`src/rtl/dbg_bp_pkg.sv`:
```
package dbg_bp_pkg;

    localparam int ILVL_LSB  = 0;
    localparam int ILVL_W    = 4;
    localparam int EXCM_BIT  = 4;
    localparam int CAUSE_W   = 8;

    typedef enum logic [1:0] {
        SR_BPADDR = 2'd0,
        SR_BPEN   = 2'd1,
        SR_STATUS = 2'd2
    } sr_sel_e;

    typedef struct packed {
        logic [3:0] bp_idx;
        logic       rsvd;
        logic       brk_n;
        logic       brk;
        logic       ibrk;
    } cause_t;

    function automatic cause_t build_cause(input logic bp_take, input logic [3:0] idx,
                                           input logic narrow);
        cause_t c;
        c = '0;
        if (bp_take) begin
            c.ibrk   = 1'b1;
            c.bp_idx = idx;
        end else if (narrow) begin
            c.brk_n = 1'b1;
        end else begin
            c.brk = 1'b1;
        end
        return c;
    endfunction

endpackage

```
`src/rtl/dbg_sr_file.sv`:
```
module dbg_sr_file
    import dbg_bp_pkg::*;
#(
    parameter int NUM_BP = 4,
    parameter int AW     = 32,
    parameter int IDX_W  = 2
) (
    input  logic                        clk,
    input  logic                        rst,
    input  logic                        wr_en,
    input  logic [1:0]                  wr_sel,
    input  logic [IDX_W-1:0]            wr_idx,
    input  logic [AW-1:0]               wr_data,
    output logic [NUM_BP-1:0][AW-1:0]   bp_addr,
    output logic [NUM_BP-1:0]           bp_en
);

    for (genvar g = 0; g < NUM_BP; g++) begin : g_addr
        always_ff @(posedge clk) begin
            if (rst) begin
                bp_addr[g] <= '0;
            end else if (wr_en && wr_sel == SR_BPADDR && int'(wr_idx) == g) begin
                bp_addr[g] <= wr_data;
            end
        end
    end

    always_ff @(posedge clk) begin
        if (rst) begin
            bp_en <= '0;
        end else if (wr_en && wr_sel == SR_BPEN) begin
            bp_en <= wr_data[NUM_BP-1:0];
        end
    end

endmodule

```
`src/rtl/dbg_bp_match.sv`:
```
module dbg_bp_match #(
    parameter int NUM_BP = 4,
    parameter int AW     = 32
) (
    input  logic [NUM_BP-1:0][AW-1:0] bp_addr,
    input  logic [NUM_BP-1:0]         bp_en,
    input  logic [AW-1:0]             pc,
    output logic                      hit,
    output logic [3:0]                hit_idx
);

    logic [NUM_BP-1:0] eq;

    for (genvar g = 0; g < NUM_BP; g++) begin : g_cmp
        assign eq[g] = bp_en[g] && (bp_addr[g] == pc);
    end

    always_comb begin
        hit     = 1'b0;
        hit_idx = '0;
        for (int i = NUM_BP - 1; i >= 0; i--) begin
            if (eq[i]) begin
                hit     = 1'b1;
                hit_idx = 4'(i);
            end
        end
    end

endmodule

```
`src/rtl/dbg_entry.sv`:
```
module dbg_entry
    import dbg_bp_pkg::*;
#(
    parameter int AW          = 32,
    parameter int PSW         = 16,
    parameter int DEBUG_LEVEL = 6
) (
    input  logic           clk,
    input  logic           rst,
    input  logic           take,
    input  cause_t         cause_in,
    input  logic [AW-1:0]  pc,
    input  logic           st_we,
    input  logic [PSW-1:0] st_wdata,
    output logic [PSW-1:0] status,
    output cause_t         cause,
    output logic [AW-1:0]  saved_pc,
    output logic [PSW-1:0] saved_status,
    output logic           redirect
);

    function automatic logic [PSW-1:0] enter_status(input logic [PSW-1:0] s);
        logic [PSW-1:0] n;
        n = s;
        n[ILVL_LSB +: ILVL_W] = ILVL_W'(DEBUG_LEVEL);
        n[EXCM_BIT] = 1'b1;
        return n;
    endfunction

    always_ff @(posedge clk) begin
        if (rst) begin
            status       <= '0;
            cause        <= '0;
            saved_pc     <= '0;
            saved_status <= '0;
            redirect     <= 1'b0;
        end else begin
            redirect <= take;
            if (take) begin
                cause        <= cause_in;
                saved_pc     <= pc;
                saved_status <= status;
                status       <= enter_status(status);
            end else if (st_we) begin
                status <= st_wdata;
            end
        end
    end

endmodule

```
`src/rtl/ibreak_dbg_unit.sv`:
```
module ibreak_dbg_unit
    import dbg_bp_pkg::*;
#(
    parameter int NUM_BP      = 4,
    parameter int AW          = 32,
    parameter int PSW         = 16,
    parameter int EN_W        = 8,
    parameter int DEBUG_LEVEL = 6,
    localparam int IDX_W      = (NUM_BP > 1) ? $clog2(NUM_BP) : 1
) (
    input  logic                clk,
    input  logic                rst,
    input  logic                sr_we,
    input  logic [1:0]          sr_sel,
    input  logic [IDX_W-1:0]    sr_idx,
    input  logic [AW-1:0]       sr_wdata,
    input  logic                fetch_valid,
    input  logic [AW-1:0]       fetch_pc,
    input  logic                brk_req,
    input  logic                brk_narrow,
    output logic [EN_W-1:0]     enable_out,
    output logic [PSW-1:0]      status_out,
    output logic [CAUSE_W-1:0]  cause_out,
    output logic [AW-1:0]       saved_pc,
    output logic [PSW-1:0]      saved_status,
    output logic                redirect,
    output logic [3:0]          redirect_level
);

    logic [NUM_BP-1:0][AW-1:0] bp_addr;
    logic [NUM_BP-1:0]         bp_en;
    logic                      bp_hit;
    logic [3:0]                bp_idx;
    logic                      suppress;
    logic                      bp_take;
    logic                      take;
    logic                      wr_ok;
    cause_t                    cause_nxt;
    cause_t                    cause_q;

    assign suppress  = status_out[ILVL_LSB +: ILVL_W] >= ILVL_W'(DEBUG_LEVEL);
    assign bp_take   = fetch_valid && bp_hit && !suppress;
    assign take      = bp_take || (fetch_valid && brk_req);
    assign wr_ok     = sr_we && !take;
    assign cause_nxt = build_cause(bp_take, bp_idx, brk_narrow);

    dbg_sr_file #(.NUM_BP(NUM_BP), .AW(AW), .IDX_W(IDX_W)) u_sr (
        .clk     (clk),
        .rst     (rst),
        .wr_en   (wr_ok),
        .wr_sel  (sr_sel),
        .wr_idx  (sr_idx),
        .wr_data (sr_wdata),
        .bp_addr (bp_addr),
        .bp_en   (bp_en)
    );

    dbg_bp_match #(.NUM_BP(NUM_BP), .AW(AW)) u_match (
        .bp_addr (bp_addr),
        .bp_en   (bp_en),
        .pc      (fetch_pc),
        .hit     (bp_hit),
        .hit_idx (bp_idx)
    );

    dbg_entry #(.AW(AW), .PSW(PSW), .DEBUG_LEVEL(DEBUG_LEVEL)) u_entry (
        .clk          (clk),
        .rst          (rst),
        .take         (take),
        .cause_in     (cause_nxt),
        .pc           (fetch_pc),
        .st_we        (wr_ok && sr_sel == SR_STATUS),
        .st_wdata     (sr_wdata[PSW-1:0]),
        .status       (status_out),
        .cause        (cause_q),
        .saved_pc     (saved_pc),
        .saved_status (saved_status),
        .redirect     (redirect)
    );

    assign enable_out     = EN_W'(bp_en);
    assign cause_out      = cause_q;
    assign redirect_level = 4'(DEBUG_LEVEL);

endmodule

```
`config.mk`:
```
export PLATFORM = sky130hd
export DESIGN_NAME = ibreak_dbg_unit
export DESIGN_NICKNAME = d
export VERILOG_FILES = /design/src/rtl/dbg_bp_pkg.sv /design/src/rtl/dbg_sr_file.sv /design/src/rtl/dbg_bp_match.sv /design/src/rtl/dbg_entry.sv /design/src/rtl/ibreak_dbg_unit.sv
export SDC_FILE = /design/constraint.sdc
export NUM_CORES = 1
export LEC_CHECK = 0
export BUFFER_PORTS_ARGS = -buffer_cell sky130_fd_sc_hd__buf_2
export CAP_MARGIN = 20
export CORE_UTILIZATION = 35
export CTS_CLUSTER_DIAMETER = 40
export DETAILED_ROUTE_END_ITERATION = 6
export PLACE_DENSITY_LB_ADDON = 0.3
export SLEW_MARGIN = 20
export SYNTH_ARGS = -nofsm -noshare
export SYNTH_HDL_FRONTEND = slang
export SYNTH_HIERARCHICAL = 1
export SYNTH_SLANG_ARGS = --single-unit
export TNS_END_PERCENT = 20
```
`constraint.sdc`:
```
create_clock -name clk -period 6.8 [get_ports clk]
set_input_delay 0.34 -clock clk [delete_from_list [all_inputs] [get_ports clk]]
set_output_delay 0.34 -clock clk [all_outputs]
set_load 0.02 [all_outputs]
```
==> results of run 1 <==
tightest hold or removal path: cells and delay by family:
family	cells	cell delay [ps]
AO/OA/AOI/OAI	1	50
buffers and inverters	1	110
AND/OR/NAND/NOR	1	50
layout make-up:
cell class	count	area share, %
Inverter	1	0.0320
Tap cell	341	3.63
Multi-Input combinational cell	671	43.3
Sequential cell	205	35.0
Clock buffer	48	8.95
Timing Repair Buffer	156	6.83
Clock inverter	23	2.23
Antenna cell	2	0.0426
kinds of logic after synthesis:
logic type      Yosys count
compound gates           19
flops                   205
buf+inv                  65
other cells               3
mux                     190
xor+xnor                128
simple gates            323
synth_stat cells (4+ instances only):
cell / number / area share (%)
nand2_1: 15 / 0.59
nor3_1: 6 / 0.31
buf_4: 14 / 1.1
buf_6: 10 / 1.2
nand4_1: 20 / 1.3
nor4_1: 11 / 0.72
a21oi_2: 10 / 0.92
a21oi_1: 4 / 0.21
nand2_2: 10 / 0.66
and2_1: 6 / 0.39
xor2_1: 39 / 3.6
nand2b_1: 163 / 11
xnor2_1: 89 / 8.2
nor2_1: 65 / 2.6
nand3_1: 5 / 0.26
dfxtp_1: 205 / 43
mux2i_1: 190 / 20
buf_2: 12 / 0.63
clkbuf_1: 24 / 0.94
nor2b_1: 6 / 0.39
sequential cells by signal, indices dropped and copies added, names as in the netlist:
register,cells
u_entry/saved_pc,32
u_sr/bp_en,4
u_entry/status,16
u_entry/saved_status,16
u_entry/redirect,1
u_sr/bp_addr,128
u_entry/cause,8
power by group:
| part | leakage [nW] | internal (mW) | switching (mW) | total, mW |
|---|---|---|---|---|
| clock network | 0.644 | 1.26 | 0.654 | 1.91 |
| logic | 2.88 | 0.102 | 0.156 | 0.257 |
| registers | 1.66 | 1.23 | 0.0142 | 1.24 |
| total | 5.18 | 2.59 | 0.824 | 3.41 |
worst max path at each step:
stage                                                  end  cells past startpoint                     startpoint  slack, ps
after floorplan              u_sr/bp_addr[53]$_SDFFE_PP0P_                     13                   fetch_pc[25]       4210
after global routing      u_entry/saved_pc[2]$_SDFFE_PP0P_                     11  u_sr/bp_addr[29]$_SDFFE_PP0P_       2930
after global placement    u_entry/saved_pc[3]$_SDFFE_PP0P_                     12                   fetch_pc[29]       2890
after CTS                 u_entry/saved_pc[2]$_SDFFE_PP0P_                     11   u_sr/bp_addr[7]$_SDFFE_PP0P_       3100
after detailed placement  u_entry/saved_pc[2]$_SDFFE_PP0P_                     12                   fetch_pc[29]       2960
final                     u_entry/saved_pc[2]$_SDFFE_PP0P_                     11  u_sr/bp_addr[29]$_SDFFE_PP0P_       3110
stage by stage:
stage                     setup slack, ps  util [%]  area, µm²
final                                3110      43.7      11700
after global routing                 2930      43.7      11700
after CTS                            3100      43.7      11700
after detailed placement             2960      38.8      10400
after global placement               2890      38.8      10400
after floorplan                      4210         -       9580
layer usage:
| metal | vias up | part of all wire, % | GRT usage [%] |
|---|---|---|---|
| li1 | 3383 | - | - |
| met1 | 3248 | 45 | 23.4 |
| met2 | 156 | 50 | 31.4 |
| met3 | 31 | 4.1 | 3.10 |
| met4 | 2 | 1.3 | 4.51 |
| met5 | - | 0.055 | 0 |
==> impl_metrics.py, run 1 <==
metrics = {
    "status": {
        "outcome": "finished clean",
    },
    "hold_path": {
        "whs_endpoint": "u_entry/status[10]$_SDFFE_PP0P_",
        "min-delay-start": "sr_wdata[10]",
        "holdPathStages": 3,
        "min-delay-path-class": "primary input to register",
    },
    "cts": {
        "clock_path_buffers": 3,
        "cts_root_buf": "clkbuf_16",
        "cts_max_level": 2,
        "postCtsResizedCells": 0,
        "cts_tree": "yes",
        "cts_sinks": 205,
        "clkTransAtPathRegs_ps": 50,
        "cts_buffers": 39,
        "ctsHoldBuffers": 0,
        "post-cts-setup-buffers": 0,
        "clkLatencyLatePin_ps": 510,
    },
    "die": {
        "dieArea_um2": 27900,
        "die_w_um": 167,
        "row_count": 60,
        "die_height_um": 167,
        "io_pins": 159,
        "core_area_um2": 26900,
        "start_util_pct": 35.5,
    },
    "setup_path": {
        "crit_chain": "xor2_1, nor4_1, nand4_1, nor4_2, nand2b_1, nand3b_1, a31o_2, and2_4, buf_4, mux2i_1, nor2_1",
        "r2r_slack_ps": 3110,
        "critPathLaunchType": "register",
        "path_class": "register to register",
        "worst-path-buf-inv": 1,
        "rr_worst_depth": 11,
        "crit_family": "simple AND/OR/NAND/NOR gates",
        "crit_slowest_cell": "and2_4",
        "critPathCaptureType": "register",
        "r2r_start": "u_sr/bp_addr[29]$_SDFFE_PP0P_",
        "path_max_fanout": 43,
        "arrival_ps": 4050,
        "rr_endpoint": "u_entry/saved_pc[2]$_SDFFE_PP0P_",
        "crit_required_ps": 7160,
        "slowest_delay_ps": 650,
    },
    "route": {
        "antenna_left": 0,
        "drt-initial-drc-count": 376,
        "drc_errors": 0,
        "vias_per_cell": 4.71,
        "wl_per_cell_um": 17.6,
        "drt_wl_total_um": 25500,
        "first_pass_iters": 4,
        "vias": 6820,
    },
    "synth": {
        "seq_area_frac_synth_pct": 43.0,
        "synth_adder_area_share_pct": 0,
        "synth_xor_xnor_area_share_pct": 11.7,
        "postSynthAreaPerCell_um2": 10.2,
        "synth.distinct_cells": 37,
        "synth_cells": 933,
        "ys.flop_type": "dfxtp_1",
        "synth_top_family_by_area": "multiplexers",
        "syn_area_um2": 9550,
        "synth_mux_area_share_pct": 19.9,
        "synth_edf_count": 0,
        "synth.ff_latch_count": 205,
        "synth-simple-area-share_pct": 19.6,
        "yosys_warnings": 6,
        "async_flop_share_pct": 0,
        "synth_compound_area_share_pct": 1.53,
    },
    "final_layout": {
        "drive_gt1_share_pct": 22.9,
        "multi_input_area_um2": 5090,
        "final_common_cell": "dfxtp_1",
        "nFillCells": 2649,
        "fin_nets": 1148,
        "mostFrequentLayoutCells": "205 x dfxtp_1, 190 x mux2i_1, 163 x nand2b_1",
        "area_growth_pct": 23.0,
        "seqCellArea_um2": 4100,
        "final_cells": 1447,
    },
    "timing": {
        "fmax_mhz": 271,
        "finalHoldWorstSlack_ps": 97.9,
        "relSlewSlack_pct": 35.0,
        "rsz0062_at_grt": "no",
        "period_minus_slack_ps": 3690,
        "worst_pin_slew_ps": 975,
        "finalCritPeriodShare_pct": 54.2,
        "hold_viol_final": 0,
        "drv_slew": 0,
        "finalSetupTns_ps": 0,
        "setup_violations": 0,
        "finClkSkew_ps": 18.7,
    },
    "global_routing": {
        "grt_pass1_vias": 6746,
        "grt_pass1_wl_um": 39200,
        "antenna_found_initial": 2,
        "grt_start_max_net_pins": 157,
        "overflow": 0,
        "grt_usage_pct": 18.2,
    },
    "pwr": {
        "power.density_nw_per_um2": 291,
        "total_power_mw": 3.41,
        "cellLeakagePower_nw": 5.18,
        "ir_worst_vdd_v": 0.000164,
    },
    "placement": {
        "hpwl_um": 17900,
        "dp.cells": 1374,
        "gp_congestion": 0.849,
        "io_buffers": 150,
    },
    "flow_run": {
        "max_cap_violations": 0,
    },
}
Power figures use the tool's default switching activity.
==> run 2, diff against run 1 <==
==> constraint.sdc (replaced) <==
create_clock -name clk -period 3.87 [get_ports clk]
set_input_delay 0.1935 -clock clk [delete_from_list [all_inputs] [get_ports clk]]
set_output_delay 0.1935 -clock clk [all_outputs]
set_load 0.02 [all_outputs]
==> impl_metrics.py, run 2 (synthesized netlist as in run 1, its figures left out) <==
metrics = {
    "setup_path": {
        "rr_worst_depth": 12,
        "path_max_fanout": 16,
        "critPathCaptureType": "register",
        "critPathLaunchType": "register",
        "crit_required_ps": 4300,
        "arrival_ps": 3700,
        "path_class": "register to register",
    },
    "final_layout": {
        "reg_top3": "u_sr/bp_addr x128, u_entry/saved_pc x32",
        "n_antenna_cell": 0,
        "final_common_cell": "dfxtp_1",
        "drive_gt1_share_pct": 23.1,
        "fin_nets": 1171,
        "largest_reg_flops": 128,
        "area_growth_pct": 25.5,
        "mostFrequentLayoutCells": "205 x dfxtp_1, 190 x mux2i_1, 163 x nand2b_1",
        "largest-register": "u_sr/bp_addr",
    },
    "route": {
        "drt_wl_total_um": 26400,
        "wl_per_cell_um": 18.0,
        "vias": 6915,
        "vias_per_cell": 4.72,
        "first_pass_iters": 5,
        "drc_errors": 0,
        "drt-initial-drc-count": 346,
        "antenna_left": 0,
    },
    "pwr": {
        "cellLeakagePower_nw": 5.30,
        "ir_worst_vdd_v": 0.000245,
        "power.density_nw_per_um2": 504,
    },
    "timing": {
        "drv_slew": 0,
        "fmax_mhz": 305,
        "finalCritPeriodShare_pct": 84.7,
        "relSlewSlack_pct": 38.8,
        "hold_viol_final": 0,
        "setup_violations": 0,
        "finalHoldWorstSlack_ps": 21.5,
        "worst_pin_slew_ps": 918,
        "finalSetupTns_ps": 0,
        "period_minus_slack_ps": 3280,
        "finClkSkew_ps": 25.7,
        "rsz0062_at_grt": "no",
    },
    "placement": {
        "gp_congestion": 0.821,
        "io_buffers": 150,
        "hpwl_um": 18800,
    },
    "cts": {
        "cts_sinks": 205,
        "ctsHoldBuffers": 16,
        "clkTransAtPathRegs_ps": 50,
        "cts_tree": "yes",
        "postCtsResizedCells": 0,
        "cts_buffers": 37,
        "post-cts-setup-buffers": 0,
        "clock_path_buffers": 3,
        "cts_max_level": 2,
        "clkLatencyLatePin_ps": 520,
        "cts_root_buf": "clkbuf_16",
    },
    "hold_path": {
        "min-delay-path-class": "primary input to register",
        "holdPathStages": 4,
    },
    "global_routing": {
        "antenna_found_initial": 3,
        "grt_pass1_wl_um": 40500,
        "grt_pass1_vias": 7000,
        "grt_usage_pct": 18.9,
        "overflow": 0,
        "grt_start_max_net_pins": 87,
    },
    "status": {
        "outcome": "finished clean",
    },
    "die": {
        "die_w_um": 167,
        "dieArea_um2": 27900,
        "die_height_um": 167,
        "core_area_um2": 26900,
        "start_util_pct": 35.5,
        "row_count": 60,
        "io_pins": 159,
    },
    "flow_run": {
        "max_cap_violations": 0,
    },
}
run 2: changes by cell type in the layout (fill, tap and decap cells not counted), sizes merged:
cell         delta
buf             +9
bufinv          +2
clkbuf          -3
clkinv          -2
clkinvlp        -1
diode           -2
dlygate4sd3    +16
inv             -1
run 2: stage by stage:
stage                     total power [mW]  utilization (%)  std cells  setup WS (ps)  instance area (µm²)
final                                 6.04             44.6       1465            594                12000
after global routing                  6.24             44.6       1465            398                12000
after global placement                2.69             39.2       1383            611                10500
after floorplan                       2.51                -        941           1410                 9580
after detailed placement              2.69             39.2       1383            605                10500
after CTS                             6.12             44.6       1465            645                12000
run 2: area by class of cell:
class / instances / area [µm²]
Sequential cell: 205 / 4100
Clock buffer: 45 / 1010
Fill cell: 2615 / 14900
Timing Repair Buffer: 181 / 1070
Inverter: 1 / 3.75
Multi-Input combinational cell: 671 / 5090
Tap cell: 341 / 427
Clock inverter: 21 / 288
run 2: where the power goes:
part           total (mW)  internal [mW]  leakage (nW)  switching [mW]
combinational       0.473          0.194          3.00           0.280
sequential           2.18           2.16          1.66          0.0255
clock                3.38           2.26         0.638            1.13
total                6.04           4.61          5.30            1.43
run 2: critical path: stages, from the launching register on:
cell,delay (ps)
dfxtp_1,340
xor2_1,300
nor4_1,130
nand4_1,130
nor4_2,60
nand2b_1,150
nand3b_1,220
a31o_2,250
a21boi_0,360
nor4b_4,330
nor2b_2,490
buf_12,240
mux2i_1,190
run 2: worst paths after layout:
path                                   start                               to  slack (ps)
max            u_sr/bp_addr[13]$_SDFFE_PP0P_     u_sr/bp_addr[4]$_SDFFE_PP0P_         590
min                               brk_narrow    u_entry/cause[1]$_SDFFE_PP0P_          20
max reg2reg    u_sr/bp_addr[13]$_SDFFE_PP0P_     u_sr/bp_addr[4]$_SDFFE_PP0P_         590
min reg2reg  u_entry/status[13]$_SDFFE_PP0P_  u_entry/status[13]$_SDFFE_PP0P_         480
run 2: per-layer routing:
layer,track usage (%),wire length (µm),vias up
li1,-,-,3428
met1,23.2,11500,3282
met2,33.1,13100,159
met3,3.45,1220,44
met4,6.62,600,2
met5,0,12,-
==> run 3, diff against run 2 <==
==> constraint.sdc (replaced) <==
create_clock -name clk -period 3 [get_ports clk]
set_input_delay 0.15 -clock clk [delete_from_list [all_inputs] [get_ports clk]]
set_output_delay 0.15 -clock clk [all_outputs]
set_load 0.02 [all_outputs]
==> impl_metrics.py, run 3 (synthesized netlist as in run 1, its figures left out) <==
metrics = {
    "status": {
        "outcome": "finished clean",
    },
    "global_routing": {
        "antenna_found_initial": 1,
        "grt_start_max_net_pins": 69,
        "overflow": 0,
        "grt_pass1_wl_um": 40300,
        "grt_pass1_vias": 6985,
        "grt_usage_pct": 18.7,
    },
    "setup_path": {
        "critPathLaunchType": "register",
        "rr_worst_depth": 15,
        "crit_required_ps": 3420,
        "critPathCaptureType": "register",
        "r2r_slack_ps": 100,
        "path_class": "register to register",
        "arrival_ps": 3320,
        "rr_endpoint": "u_sr/bp_addr[119]$_SDFFE_PP0P_",
        "r2r_start": "u_sr/bp_addr[8]$_SDFFE_PP0P_",
        "path_max_fanout": 8,
    },
    "final_layout": {
        "fin_util_pct": 45.6,
        "area_growth_pct": 28.4,
        "reg_top3": "u_sr/bp_addr x128, u_entry/saved_pc x32",
        "largest_reg_flops": 128,
        "drive_gt1_share_pct": 24.8,
        "final_common_cell": "dfxtp_1",
        "fin_nets": 1195,
        "final_area_um2": 12300,
        "mostFrequentLayoutCells": "205 x dfxtp_1, 190 x mux2i_1, 162 x nand2b_1",
        "largest-register": "u_sr/bp_addr",
    },
    "route": {
        "wl_per_cell_um": 18.0,
        "first_pass_iters": 4,
        "drt-initial-drc-count": 367,
        "vias": 6998,
        "vias_per_cell": 4.71,
        "antenna_left": 0,
        "drt_wl_total_um": 26800,
        "drc_errors": 0,
    },
    "timing": {
        "hold_viol_final": 0,
        "period_minus_slack_ps": 2900,
        "finClkSkew_ps": 22.9,
        "setup_violations": 0,
        "drv_slew": 0,
        "fmax_mhz": 344,
        "finalHoldWorstSlack_ps": 8.63,
        "finalCritPeriodShare_pct": 96.8,
    },
    "cts": {
        "clkLatencyLatePin_ps": 510,
        "clkTransAtPathRegs_ps": 60,
        "cts_sinks": 205,
        "cts_max_level": 2,
        "clock_path_buffers": 3,
        "cts_root_buf": "clkbuf_16",
        "cts_tree": "yes",
        "cts_buffers": 35,
    },
    "hold_path": {
        "holdPathStages": 3,
        "min-delay-path-class": "primary input to register",
        "min-delay-start": "sr_wdata[16]",
        "whs_endpoint": "u_sr/bp_addr[16]$_SDFFE_PP0P_",
    },
    "die": {
        "die_height_um": 167,
        "die_w_um": 167,
        "io_pins": 159,
        "dieArea_um2": 27900,
        "start_util_pct": 35.5,
        "row_count": 60,
        "core_area_um2": 26900,
    },
    "placement": {
        "hpwl_um": 19000,
        "gp_congestion": 0.803,
        "io_buffers": 150,
        "dpl_cell_area_um2": 10800,
    },
    "pwr": {
        "power.density_nw_per_um2": 599,
        "cellLeakagePower_nw": 5.43,
        "ir_worst_vdd_v": 0.000281,
    },
    "flow_run": {
        "max_cap_violations": 0,
    },
}
-- run 3: layout make-up --
class / instances / area [µm²]
well taps: 341 / 427
clock inverters: 18 / 206
clock buffers: 43 / 936
diodes: 1 / 2.50
fillers: 2553 / 14600
flip-flops and latches: 205 / 4100
multi-input cells: 671 / 5150
repair buffers: 207 / 1420
inverters: 1 / 3.75
-- run 3: worst max-delay path, cell delays in order, from the launching register on --
cell	delay, ps
dfxtp_1	320
xor2_1	140
buf_4	160
nor4_2	160
buf_4	170
nand4_1	120
nor4_4	270
nand2b_4	180
nand3b_1	150
a31o_2	190
a21boi_2	60
buf_4	140
nand4_1	250
buf_4	180
buf_12	140
mux2i_1	190
-- run 3: worst max path at each step --
| stage | endpoint | depth (start not counted) | slack (ps) | start |
|---|---|---|---|---|
| floorplan | u_sr/bp_addr[53]$_SDFFE_PP0P_ | 13 | 540 | u_sr/bp_addr[28]$_SDFFE_PP0P_ |
| global placement | u_sr/bp_addr[92]$_SDFFE_PP0P_ | 13 | 80 | fetch_pc[29] |
| detailed placement | u_sr/bp_addr[126]$_SDFFE_PP0P_ | 13 | 70 | fetch_pc[29] |
| CTS | u_sr/bp_addr[126]$_SDFFE_PP0P_ | 14 | 20 | fetch_pc[22] |
| global route | u_sr/bp_addr[118]$_SDFFE_PP0P_ | 15 | -3 | u_sr/bp_addr[8]$_SDFFE_PP0P_ |
| finish | u_sr/bp_addr[119]$_SDFFE_PP0P_ | 15 | 100 | u_sr/bp_addr[8]$_SDFFE_PP0P_ |
-- run 3: where the power goes --
part / total (mW) / internal, mW / switching, mW
sequential: 2.81 / 2.78 / 0.0325
combinational: 0.656 / 0.282 / 0.374
clock: 3.87 / 2.43 / 1.44
-- run 3: timing repair --
item / CTS / global route
setup buffers: 0 / 2
endpoints found under the setup margin: 0 / 201
hold buffers: 20 / 0
hold endpoints to repair: 24 / 0
gates resized for setup: 0 / 15
-- run 3: per-layer routing --
layer  vias to the layer above  GRT usage (%)  wire [µm]
met1                      3324           23.7      11800
met5                         -              0          0
met3                        45           3.36       1340
met4                         0           6.62        717
met2                       165           32.0      12900
li1                       3464              -          -
-- run 3: stage by stage --
stage,TNS [ps],std cells,power (mW),setup slack (ps)
6_report,0,1487,7.34,95.4
5_1_grt,-6.72,1487,7.60,-3.34
4_1_cts,0,1482,7.43,18.1
3_5_place_dp,0,1401,3.50,73.2
3_3_place_gp,0,1401,3.50,76.7
2_1_floorplan,0,941,3.24,538
